--- src/rtl/msix_cap_pkg.sv ---
// Package: shared constants and types for the MSI-X capability block.
// Assumes a 4 KiB region for table plus pending array, pending array in
// the upper half of that region.
package msix_cap_pkg;
    localparam logic [7:0]  CAP_ID       = 8'h11;
    localparam int unsigned REGION_BYTES = 4096;
    localparam int unsigned PEND_OFFSET  = REGION_BYTES / 2;
    localparam int unsigned QSIZE_W      = 11;
    localparam int unsigned MAX_VECTORS  = 1 << QSIZE_W;
    localparam logic [32:0] MAX_BAR_IN   = 33'h0_8000_0000;
    // Positions inside dword 0 of the two writable bits
    localparam int unsigned EN_BIT       = 31;
    localparam int unsigned FMASK_BIT    = 30;
    localparam int unsigned CTRL_BYTE    = 3;

    typedef struct packed {
        logic enable;
        logic fmask;
    } ctrl_t;
endpackage

--- src/rtl/msix_bar_layout.sv ---
// Module: msix_bar_layout
// Derives, from static parameters only, the enlarged BAR size, the table
// and pending locator dwords and the configuration error flag.
// Assumes BAR_IN is zero or a power of two; picks one of three placements.
module msix_bar_layout
    import msix_cap_pkg::*;
#(
    parameter int unsigned NUM_VECTORS = 8,
    parameter int unsigned BAR_INDEX   = 0,
    parameter logic [32:0] BAR_IN      = 33'h2000
) (
    output logic [32:0] bar_size,
    output logic [31:0] table_dw,
    output logic [31:0] pend_dw,
    output logic        bad_cfg
);
    localparam logic [2:0] BIR = BAR_INDEX[2:0];
    localparam bit COUNT_BAD = (NUM_VECTORS < 1) || (NUM_VECTORS > MAX_VECTORS);
    localparam bit BAR_BAD   = (BAR_IN > MAX_BAR_IN);

    logic [32:0] base;

    // Placement variant chosen by the original BAR size
    generate
        if (BAR_IN == 33'd0) begin : g_empty_bar
            assign base     = 33'd0;
            assign bar_size = 33'(REGION_BYTES);
        end else if (BAR_IN < 33'(REGION_BYTES)) begin : g_small_bar
            assign base     = 33'(REGION_BYTES);
            assign bar_size = 33'(2 * REGION_BYTES);
        end else begin : g_large_bar
            assign base     = BAR_IN;
            assign bar_size = {BAR_IN[31:0], 1'b0};
        end
    endgenerate

    // Locator dwords: base ORed with the BAR number in the low bits
    always_comb begin
        table_dw = base[31:0] | {29'd0, BIR};
        pend_dw  = (base[31:0] + 32'(PEND_OFFSET)) | {29'd0, BIR};
    end

    assign bad_cfg = COUNT_BAD || BAR_BAD;
endmodule

--- src/rtl/msix_ctrl_reg.sv ---
// Module: msix_ctrl_reg
// Holds the enable and function-mask bits and produces the registered
// legacy-clear and sweep pulses. Side effects use post-write bit values.
// Assumes one write per cycle; write to dword 0 byte 3 is the trigger.
module msix_ctrl_reg
    import msix_cap_pkg::*;
(
    input  logic        clk,
    input  logic        rst_n,
    input  logic        wr,
    input  logic [1:0]  dw,
    input  logic [3:0]  be,
    input  logic [31:0] wdata,
    output ctrl_t       ctrl,
    output logic        legacy_clr,
    output logic        sweep_req
);
    logic  hit;
    ctrl_t nxt;

    // Decode a write covering the control byte and form next bit values
    always_comb begin
        hit = wr && (dw == 2'd0) && be[CTRL_BYTE];
        nxt = ctrl;
        if (hit) begin
            nxt.enable = wdata[EN_BIT];
            nxt.fmask  = wdata[FMASK_BIT];
        end
    end

    // Control bits and one-cycle side-effect pulses
    always_ff @(posedge clk) begin
        if (!rst_n) begin
            ctrl       <= '0;
            legacy_clr <= 1'b0;
            sweep_req  <= 1'b0;
        end else begin
            ctrl       <= nxt;
            legacy_clr <= hit && nxt.enable;
            sweep_req  <= hit && nxt.enable && !nxt.fmask;
        end
    end
endmodule

--- src/rtl/msix_read_mux.sv ---
// Module: msix_read_mux
// Assembles the capability dwords and returns the addressed one in the
// same cycle. Pure combinational; reads never alter state.
module msix_read_mux
    import msix_cap_pkg::*;
#(
    parameter int unsigned NUM_VECTORS = 8
) (
    input  logic        rd,
    input  logic [1:0]  dw,
    input  ctrl_t       ctrl,
    input  logic [31:0] table_dw,
    input  logic [31:0] pend_dw,
    output logic [31:0] rdata
);
    localparam logic [QSIZE_W-1:0] QSIZE = QSIZE_W'(NUM_VECTORS - 1);

    logic [15:0] ctrl_word;

    // Control word: enable, mask, reserved zeros, entry count minus one
    assign ctrl_word = {ctrl.enable, ctrl.fmask, 3'b000, QSIZE};

    // Select addressed dword, zero when no read is requested
    always_comb begin
        rdata = '0;
        if (rd) begin
            unique case (dw)
                2'd0:    rdata = {ctrl_word, 8'h00, CAP_ID};
                2'd1:    rdata = table_dw;
                2'd2:    rdata = pend_dw;
                default: rdata = '0;
            endcase
        end
    end
endmodule

--- src/rtl/msix_cap_block.sv ---
// Module: msix_cap_block (top)
// MSI-X capability structure with BAR placement of table and pending
// array. Capability linking and BAR decode are handled elsewhere.
module msix_cap_block
    import msix_cap_pkg::*;
#(
    parameter int unsigned NUM_VECTORS = 8,
    parameter int unsigned BAR_INDEX   = 2,
    parameter logic [32:0] BAR_IN      = 33'h2000
) (
    input  logic        clk,
    input  logic        rst_n,
    input  logic        cfg_rd,
    input  logic        cfg_wr,
    input  logic [1:0]  cfg_dw,
    input  logic [3:0]  cfg_be,
    input  logic [31:0] cfg_wdata,
    output logic [31:0] cfg_rdata,
    output logic [32:0] bar_size_out,
    output logic        cfg_error,
    output logic        vec_enable,
    output logic        func_masked,
    output logic        legacy_clr,
    output logic        sweep_req
);
    ctrl_t       ctrl;
    logic [31:0] table_dw;
    logic [31:0] pend_dw;

    msix_bar_layout #(
        .NUM_VECTORS(NUM_VECTORS), .BAR_INDEX(BAR_INDEX), .BAR_IN(BAR_IN)
    ) u_layout (
        .bar_size(bar_size_out), .table_dw(table_dw),
        .pend_dw(pend_dw), .bad_cfg(cfg_error)
    );

    msix_ctrl_reg u_ctrl (
        .clk(clk), .rst_n(rst_n), .wr(cfg_wr), .dw(cfg_dw), .be(cfg_be),
        .wdata(cfg_wdata), .ctrl(ctrl),
        .legacy_clr(legacy_clr), .sweep_req(sweep_req)
    );

    msix_read_mux #(.NUM_VECTORS(NUM_VECTORS)) u_rmux (
        .rd(cfg_rd), .dw(cfg_dw), .ctrl(ctrl),
        .table_dw(table_dw), .pend_dw(pend_dw), .rdata(cfg_rdata)
    );

    assign vec_enable  = ctrl.enable;
    assign func_masked = ctrl.fmask;
endmodule

--- config.mk ---
export PLATFORM = sky130hd
export DESIGN_NAME = msix_cap_block
export DESIGN_NICKNAME = d
export VERILOG_FILES = /design/src/rtl/msix_cap_pkg.sv /design/src/rtl/msix_bar_layout.sv /design/src/rtl/msix_ctrl_reg.sv /design/src/rtl/msix_read_mux.sv /design/src/rtl/msix_cap_block.sv
export SDC_FILE = /design/constraint.sdc
export NUM_CORES = 1
export LEC_CHECK = 0
export ABC_AREA = 1
export BUFFER_PORTS_ARGS = -buffer_cell sky130_fd_sc_hd__buf_2
export CORE_MARGIN = 2
export CORE_UTILIZATION = 30
export DETAILED_ROUTE_END_ITERATION = 16
export PLACE_DENSITY = 0.85
export SLEW_MARGIN = 20
export SYNTH_ARGS = -nofsm -noshare
export SYNTH_HDL_FRONTEND = slang
export SYNTH_SLANG_ARGS = --single-unit
--- constraint.sdc ---
create_clock -name clk -period 2 [get_ports clk]
set_input_delay 0.3 -clock clk [delete_from_list [all_inputs] [get_ports clk]]
set_output_delay 0.3 -clock clk [all_outputs]
set_load 0.05 [all_outputs]
### After elaboration in Yosys (flattened, before gate mapping)

Cells that the tools add are included.
W data, S select, Z words.

| cells by class | value |
|---|---|
| eq/ne operators | 2 |
| mux-type cells | 3 |
| reduce and logical (&&, ||, !) cells | 6 |

Operators with widths:

| cell | count |
|---|---|
| $pmux W32 S3 | 1 |
| $mux W32 | 1 |
| $logic_and A1 B1 Y1 | 4 |
| $eq A2 B1 Y1 const B | 1 |
| $eq A2 B2 Y1 const B | 1 |
| $logic_not A2 Y1 | 1 |
| $mux W2 | 1 |
| $logic_not A1 Y1 | 1 |

| word-level totals | value |
|---|---|
| flip-flop bits (word level) | 4 |
| output and inout bits | 70 |
| logic and storage cells | 15 |

### Depth between registers and ports, before layout

Gate-level depths: netlist of run 1.

| logic depth | value |
|---|---|
| depth after elaboration | 6 |
| depth in mapped cells | 6 |
| depth with buffers taken out | 6 |

### By module

From an unflattened synthesis of run 1, not the netlist that was laid out.

| second synthesis, totals | value |
|---|---|
| cell total of the unflattened synthesis | 233 |
| area total of the unflattened synthesis | 1,425.1 µm² |

Modules (own cells, without submodules):

| module | instances | cells each | area each (µm²) |
|---|---|---|---|
| msix_bar_layout | 1 | 100 | 743.2 |
| msix_read_mux | 1 | 110 | 503.0 |
| msix_ctrl_reg | 1 | 23 | 178.9 |

### Worst setup path before layout of run 1

Ideal clock, no wire load.

| path | value |
|---|---|
| kind | register to output |
| start point | reg u_ctrl.ctrl[0] (netlist name) |
| end point | out cfg_rdata[30] |
| arrival time | 1.414 ns |
| required time | 1.700 ns |
| setup slack | 0.286 ns |
| cell stages (with the launch flop) | 3 |
| cell sequence | dfxtp_1 -> inv_1 -> nor2_1 |

| between the ends | value |
|---|---|
| cells in the longest elaborated chain, start to end | 2 |

Ends and longest elaborated chain:

| item | RTL line | text |
|---|---|---|
| $pmux W32 S3 | msix_read_mux.sv:27 | `unique case (dw)` |
| $mux W32 | msix_read_mux.sv:26 | `if (rd) begin` |
| end, declared | msix_cap_block.sv:18 | `output logic [31:0] cfg_rdata,` |

No other way between the ends.

### Worst setup path after layout of run 1

| path | value |
|---|---|
| start point | in cfg_dw[0] |
| end point | out cfg_rdata[18] |

| between the ends | value |
|---|---|
| cells in the longest elaborated chain, start to end | 3 |

Ends and longest elaborated chain:

| item | RTL line | text |
|---|---|---|
| start, declared | msix_cap_block.sv:15 | `input logic [1:0] cfg_dw,` |
| $eq A2 B2 Y1, or another cell as far along | msix_read_mux.sv:27 |  |
| $pmux W32 S3 * | msix_read_mux.sv:27 |  |
| $mux W32 * | msix_read_mux.sv:26 |  |

Mark *: on every way between the ends. The rest lies on a longest branch, timed or not.

==> impl_metrics.csv, run 1 <==
group,metric,value,unit
final_layout,antennaDiodeCount,0,
grt,track_usage,5.77,%
routing,drt_iter0_drc,4,
yosys,yosysWarnings,0,
routing,ant_nets,0,
setup_path,r2r-end,"u_ctrl.ctrl[0]",
grt,grt_pass1_wl,1.09,mm
die,rows,17,
yosys,synth_cell_types,9,
routing,avgViaCountPerCell,3.00,
grt,grt_max_degree,6,
setup_path,cp-endpoint,"cfg_rdata[18]",
routing,vias,441,
clock_network,clock_sinks,4,
timing,fmax,0.656,GHz
placed_design,placedCellCount,144,
timing,finalSetupViolCount,0,
final_layout,final_cells,147,
power_and_ir_drop,peakVddDrop,0.227,mV
placed_design,gp_congestion,0.661,
power_and_ir_drop,p_leak,0.459,nW
clock_network,root_buffer,"clkbuf_4",
setup_path,reg2reg_slack,1.36,ns
setup_path,end_kind,"output pin",
die,start_util,31.6,%
yosys,seq_area_frac_synth,11.5,%
placed_design,port-buffer-count,22,
yosys,syn-instance-count,101,
setup_path,path_max_fanout,5,
setup_path,crit-reg2reg-launch,"u_ctrl.ctrl[0]",
clock_network,cts_buffers,3,
setup_path,startpoint_type,"primary input",
setup_path,worstRegToRegCells,4,
timing,fin_skew,0.0000557,ns
power_and_ir_drop,p_per_area,793,nW/um2
setup_path,required,1.70,ns
routing,avgRoutedWirePerCell,5.81,um
routing,routed_wl,854,um
timing,fin_crit_sh,76.2,%
die,die_x,52.2,um
setup_path,cp.arrival,1.22,ns
timing,tns,0,ns
timing,period_minus_slack,1.52,ns
placed_design,dp_hpwl,745,um
run_status,status,"completed",
clock_network,postCtsSetupBuffers,0,
die,coreArea,2210,um2
clock_network,cts_tree,"yes",
clock_network,cts_hold_buf,0,
final_layout,filler_cell_count,244,
final_layout,layout-drive-gt1-share,21.0,%
grt,antenna_found_initial,0,
yosys,avgSynthCellArea,6.91,um2
die,dieArea,2730,um2
grt,grt_pass1_vias,288,
clock_network,max-clock-path-buffers,2,
grt,overflow,0,
setup_path,crit_type,"primary input to output pin",
timing,slew_viol_final,0,
die,fp.dieH,52.2,um
timing,hold_violations,0,
setup_path,timing.critical_path.from,"cfg_dw[0]",
timing,rsz0062_at_grt,"no",
routing,dr.pass1.iters,4,
clock_network,clkSlewWorstSetupHoldPaths,0.04,ns
flow_run,cap_violations,0,
worst_hold_path,hold_path_class,"primary input to flip-flop",
final_layout,syn_to_final_growth,-12.5,%
clock_network,ctsResizeCount,0,
yosys,synth_seq_cells,4,
clock_network,clk_latency,0.23,ns
final_layout,final_util,27.6,%
clock_network,h-tree-depth,1,
final_layout,nets,165,
routing,drcViolationCount,0,
die,io_pins,112,
yosys,synth_area,698,um2
[routing by layer]
| metal | vias up | part of all wire (%) | global-route usage, % | wire [um] |
|---|---|---|---|---|
| li1 | 216 | - | - | - |
| met1 | 178 | 28 | 5.17 | 236 |
| met2 | 45 | 52 | 9.70 | 440 |
| met3 | 2 | 19 | 2.57 | 160 |
| met4 | 0 | 2.0 | 5.13 | 17 |
| met5 | - | 0 | 0 | 0 |
[worst max-delay path: stages]
cell and delay (ns):
buf_2 0.09, inv_1 0.07, ha_1 0.24, nand2_1 0.13, inv_1 0.12, buf_2 0.27
[report_power, final]
group          internal (W)   total, W  switching, W
registers         0.0000821  0.0000830   0.000000945
clock network     0.0000671   0.000100     0.0000330
logic             0.0000180   0.000301      0.000283
total              0.000167   0.000484      0.000317
[sequential cells by signal, summed over array words and instances, names as in the netlist]
signal,count
u_ctrl.sweep_req,1
u_ctrl.legacy_clr,1
u_ctrl.ctrl,2
[kinds of logic after synthesis]
group,after synthesis,synth area share [%]
buf+inv,72,71.5
simple gates,21,12.4
flops,4,11.5
fa+ha+maj,2,3.58
other cells,2,1.08
[per-stage QoR]
step                      cell area (um2)  hold slack (ns)  setup WS (ns)  power (W)
after global routing                  611            0.308          0.359   0.000506
after detailed placement              588            0.531          0.457   0.000383
after global placement                588            0.523          0.471   0.000383
after floorplan                       901            0.411          0.286   0.000454
after CTS                             611            0.297          0.455   0.000487
final                                 611            0.304          0.475   0.000484
[cell type report]
| cell class | count | area (um2) | share of cell area, % |
|---|---|---|---|
| clock buffers | 3 | 22.5 | 3.69 |
| inverters | 11 | 41.3 | 6.76 |
| multi-input cells | 79 | 322 | 52.7 |
| flip-flops and latches | 4 | 80.1 | 13.1 |
| well taps | 28 | 35.0 | 5.74 |
| repair buffers | 22 | 110 | 18.0 |
[how the worst min path moves through the flow]
| stage | to | start | slack (ns) | cells past startpoint |
|---|---|---|---|---|
| after floorplan | u_ctrl.ctrl[0] | rst_n | 0.41 | 2 |
| after global placement | u_ctrl.ctrl[1] | u_ctrl.ctrl[1] | 0.52 | 4 |
| after detailed placement | u_ctrl.ctrl[1] | u_ctrl.ctrl[1] | 0.53 | 4 |
| after CTS | u_ctrl.ctrl[0] | rst_n | 0.30 | 3 |
| after global routing | u_ctrl.ctrl[0] | rst_n | 0.31 | 3 |
| final | u_ctrl.ctrl[0] | rst_n | 0.30 | 3 |
[cells in the mapped netlist]
cell / instances / share of area (%)
nand3_1: 2 / 1.4
dfxtp_1: 4 / 11
buf_4: 61 / 66
conb_1: 2 / 1.1
nand2_1: 10 / 5.4
ha_1: 2 / 3.6
nand4_1: 2 / 1.8
nor2_1: 7 / 3.8
inv_1: 11 / 5.9
[placed cells by master, fill, tap and decap left out, drive strengths merged]
cell type and count:
conb 56, buf 22, inv 11, nand2 10, nor2 7, dfxtp 4, clkbuf 3, nand3 2
nand4 2, ha 2
No activity file was read; power rests on OpenSTA's default activity.
==> inputs of run 2 (changes only) <==
CORE_UTILIZATION = 25   (was 30)
PLACE_DENSITY = 0.75   (was 0.85)
clock period = 1.4 ns   (was 2 ns; I/O delays follow)
==> run 2 against run 1 <==
Register-to-register slack worse by 0.63 ns; hold slack worse by 0.097 ns; largest power group unchanged; clock skew up 0.00072 ns; die area up 18%; design area up 4.5%; power up 46%; worst setup slack worse by 0.34 ns; sequential power up 42%; non-clock buffer count unchanged; wire length down 1.9%; clock-buffer cell count unchanged; critical endpoint unchanged; sequential cell count unchanged.
==> impl_metrics.csv, run 2 (synthesis gave the netlist of run 1 again) <==
group,metric,value,unit
run_status,status,"completed",
routing,avgRoutedWirePerCell,5.59,um
routing,drt_iter0_drc,44,
clock_network,h-tree-depth,1,
timing,fin_skew,0.000771,ns
worst_hold_path,hold_path_class,"primary input to flip-flop",
power_and_ir_drop,swShare,65.8,%
grt,antenna_found_initial,0,
final_layout,nets,165,
setup_path,startpoint_type,"primary input",
clock_network,cts_buffers,3,
final_layout,layout_common_cells,"conb_1, buf_2, inv_1, nand2_1, nor2_1",
placed_design,port-buffer-count,22,
setup_path,crit_type,"primary input to output pin",
die,dieArea,3230,um2
final_layout,antennaDiodeCount,0,
timing,period_minus_slack,1.26,ns
grt,grt_max_degree,6,
grt,grt_pass1_wl,1.17,mm
setup_path,path_max_fanout,5,
final_layout,largest-register,"u_ctrl.ctrl",
setup_path,cp.arrival,1.05,ns
final_layout,final_cells,150,
routing,ant_nets,0,
grt,grt_pass1_vias,318,
setup_path,timing.critical_path.from,"cfg_dw[0]",
routing,drcViolationCount,0,
placed_design,placedCellCount,147,
clock_network,max-clock-path-buffers,2,
timing,slew_viol_final,0,
timing,fmax,0.793,GHz
power_and_ir_drop,total_power,0.000706,W
die,fp.dieH,56.8,um
die,rows,19,
routing,avgViaCountPerCell,3.01,
power_and_ir_drop,peakVddDrop,0.578,mV
power_and_ir_drop,power.switching,0.000465,W
worst_hold_path,hold_end,"u_ctrl.ctrl[0]",
clock_network,cts_tree,"yes",
power_and_ir_drop,pwr-share-clk,21.5,%
setup_path,required,1.19,ns
clock_network,clock_sinks,4,
setup_path,r2r-end,"u_ctrl.ctrl[0]",
placed_design,pre_cts_ws,0.132,ns
timing,rsz0062_at_grt,"no",
die,io_pins,112,
timing,finalSetupViolCount,0,
placed_design,gp_congestion,0.754,
clock_network,clk_latency,0.24,ns
routing,routed_wl,838,um
final_layout,layout_commonest_cell,"conb_1",
die,start_util,25.8,%
setup_path,end_kind,"output pin",
die,die_x,56.8,um
worst_hold_path,min_path_cells,3,
clock_network,root_buffer,"clkbuf_4",
final_layout,layout-drive-gt1-share,25.2,%
power_and_ir_drop,comb_power_share,61.7,%
grt,overflow,0,
timing,fin_crit_sh,90.1,%
power_and_ir_drop,power_frac_seq,16.8,%
flow_run,cap_violations,0,
clock_network,postCtsSetupBuffers,0,
final_layout,syn_to_final_growth,-8.60,%
power_and_ir_drop,p_per_area,1110,nW/um2
final_layout,largest_reg_flops,2,
routing,dr.pass1.iters,4,
timing,holdWs,0.207,ns
worst_hold_path,hp-start,"rst_n",
power_and_ir_drop,internal_power,0.000241,W
clock_network,ctsResizeCount,0,
clock_network,clkSlewWorstSetupHoldPaths,0.04,ns
setup_path,worstRegToRegCells,4,
timing,setup_ws,0.139,ns
die,coreArea,2710,um2
setup_path,crit-reg2reg-launch,"u_ctrl.ctrl[0]",
timing,hold_violations,0,
setup_path,reg2reg_slack,0.73,ns
clock_network,cts_hold_buf,0,
power_and_ir_drop,p_leak,0.455,nW
timing,tns,0,ns
placed_design,dp_hpwl,730,um
final_layout,reg_top3,"u_ctrl.ctrl x2, u_ctrl.legacy_clr x1, u_ctrl.sweep_req x1",
routing,vias,452,
grt,track_usage,4.58,%
-- run 2: worst max path at each step --
stage | endpoint | slack, ns | cells after the start
detailed placement | cfg_rdata[18] | 0.13 | 6
global route | cfg_rdata[30] | 0.05 | 6
floorplan | cfg_rdata[30] | -0.02 | 2
CTS | cfg_rdata[18] | 0.13 | 6
global placement | cfg_rdata[18] | 0.14 | 6
finish | cfg_rdata[18] | 0.14 | 6
-- run 2: routing by layer --
metal  vias to the layer above  part of all wire (%)  routed length [um]  GRT usage, %
met1                       186                    29                 242          4.01
met2                        47                    48                 406          8.64
met3                         2                    22                 181          1.61
met4                         0                  0.95                   8          2.99
li1                        217                     -                   -             -
met5                         -                     0                   0             0
-- run 2: stage by stage --
step                utilization, %  area (um2)
floorplan                        -         955
global placement              22.7         616
detailed placement            22.7         616
CTS                           23.5         638
global route                  23.5         638
finish                        23.5         638
-- run 2: layout make-up --
cell class | count | area [um2]
clock buffers | 3 | 22.5
fillers | 302 | 2070
inverters | 11 | 45.0
multi-input cells | 79 | 342
flip-flops and latches | 4 | 80.1
well taps | 31 | 38.8
repair buffers | 22 | 110
-- run 2: power by group through the flow --
| stage | clock network (W) | logic, W | registers [W] |
|---|---|---|---|
| floorplan | 0 | 0.000532 | 0.000129 |
| finish | 0.000152 | 0.000436 | 0.000118 |
| global route | 0.000162 | 0.000452 | 0.000119 |
| global placement | 0 | 0.000432 | 0.000120 |
| CTS | 0.000152 | 0.000433 | 0.000119 |
| detailed placement | 0 | 0.000433 | 0.000120 |
-- run 2: critical path: stages --
cell and delay, ns:
buf_2 0.09, inv_1 0.07, ha_2 0.24, nand2_4 0.09
clkinvlp_4 0.09, buf_2 0.26
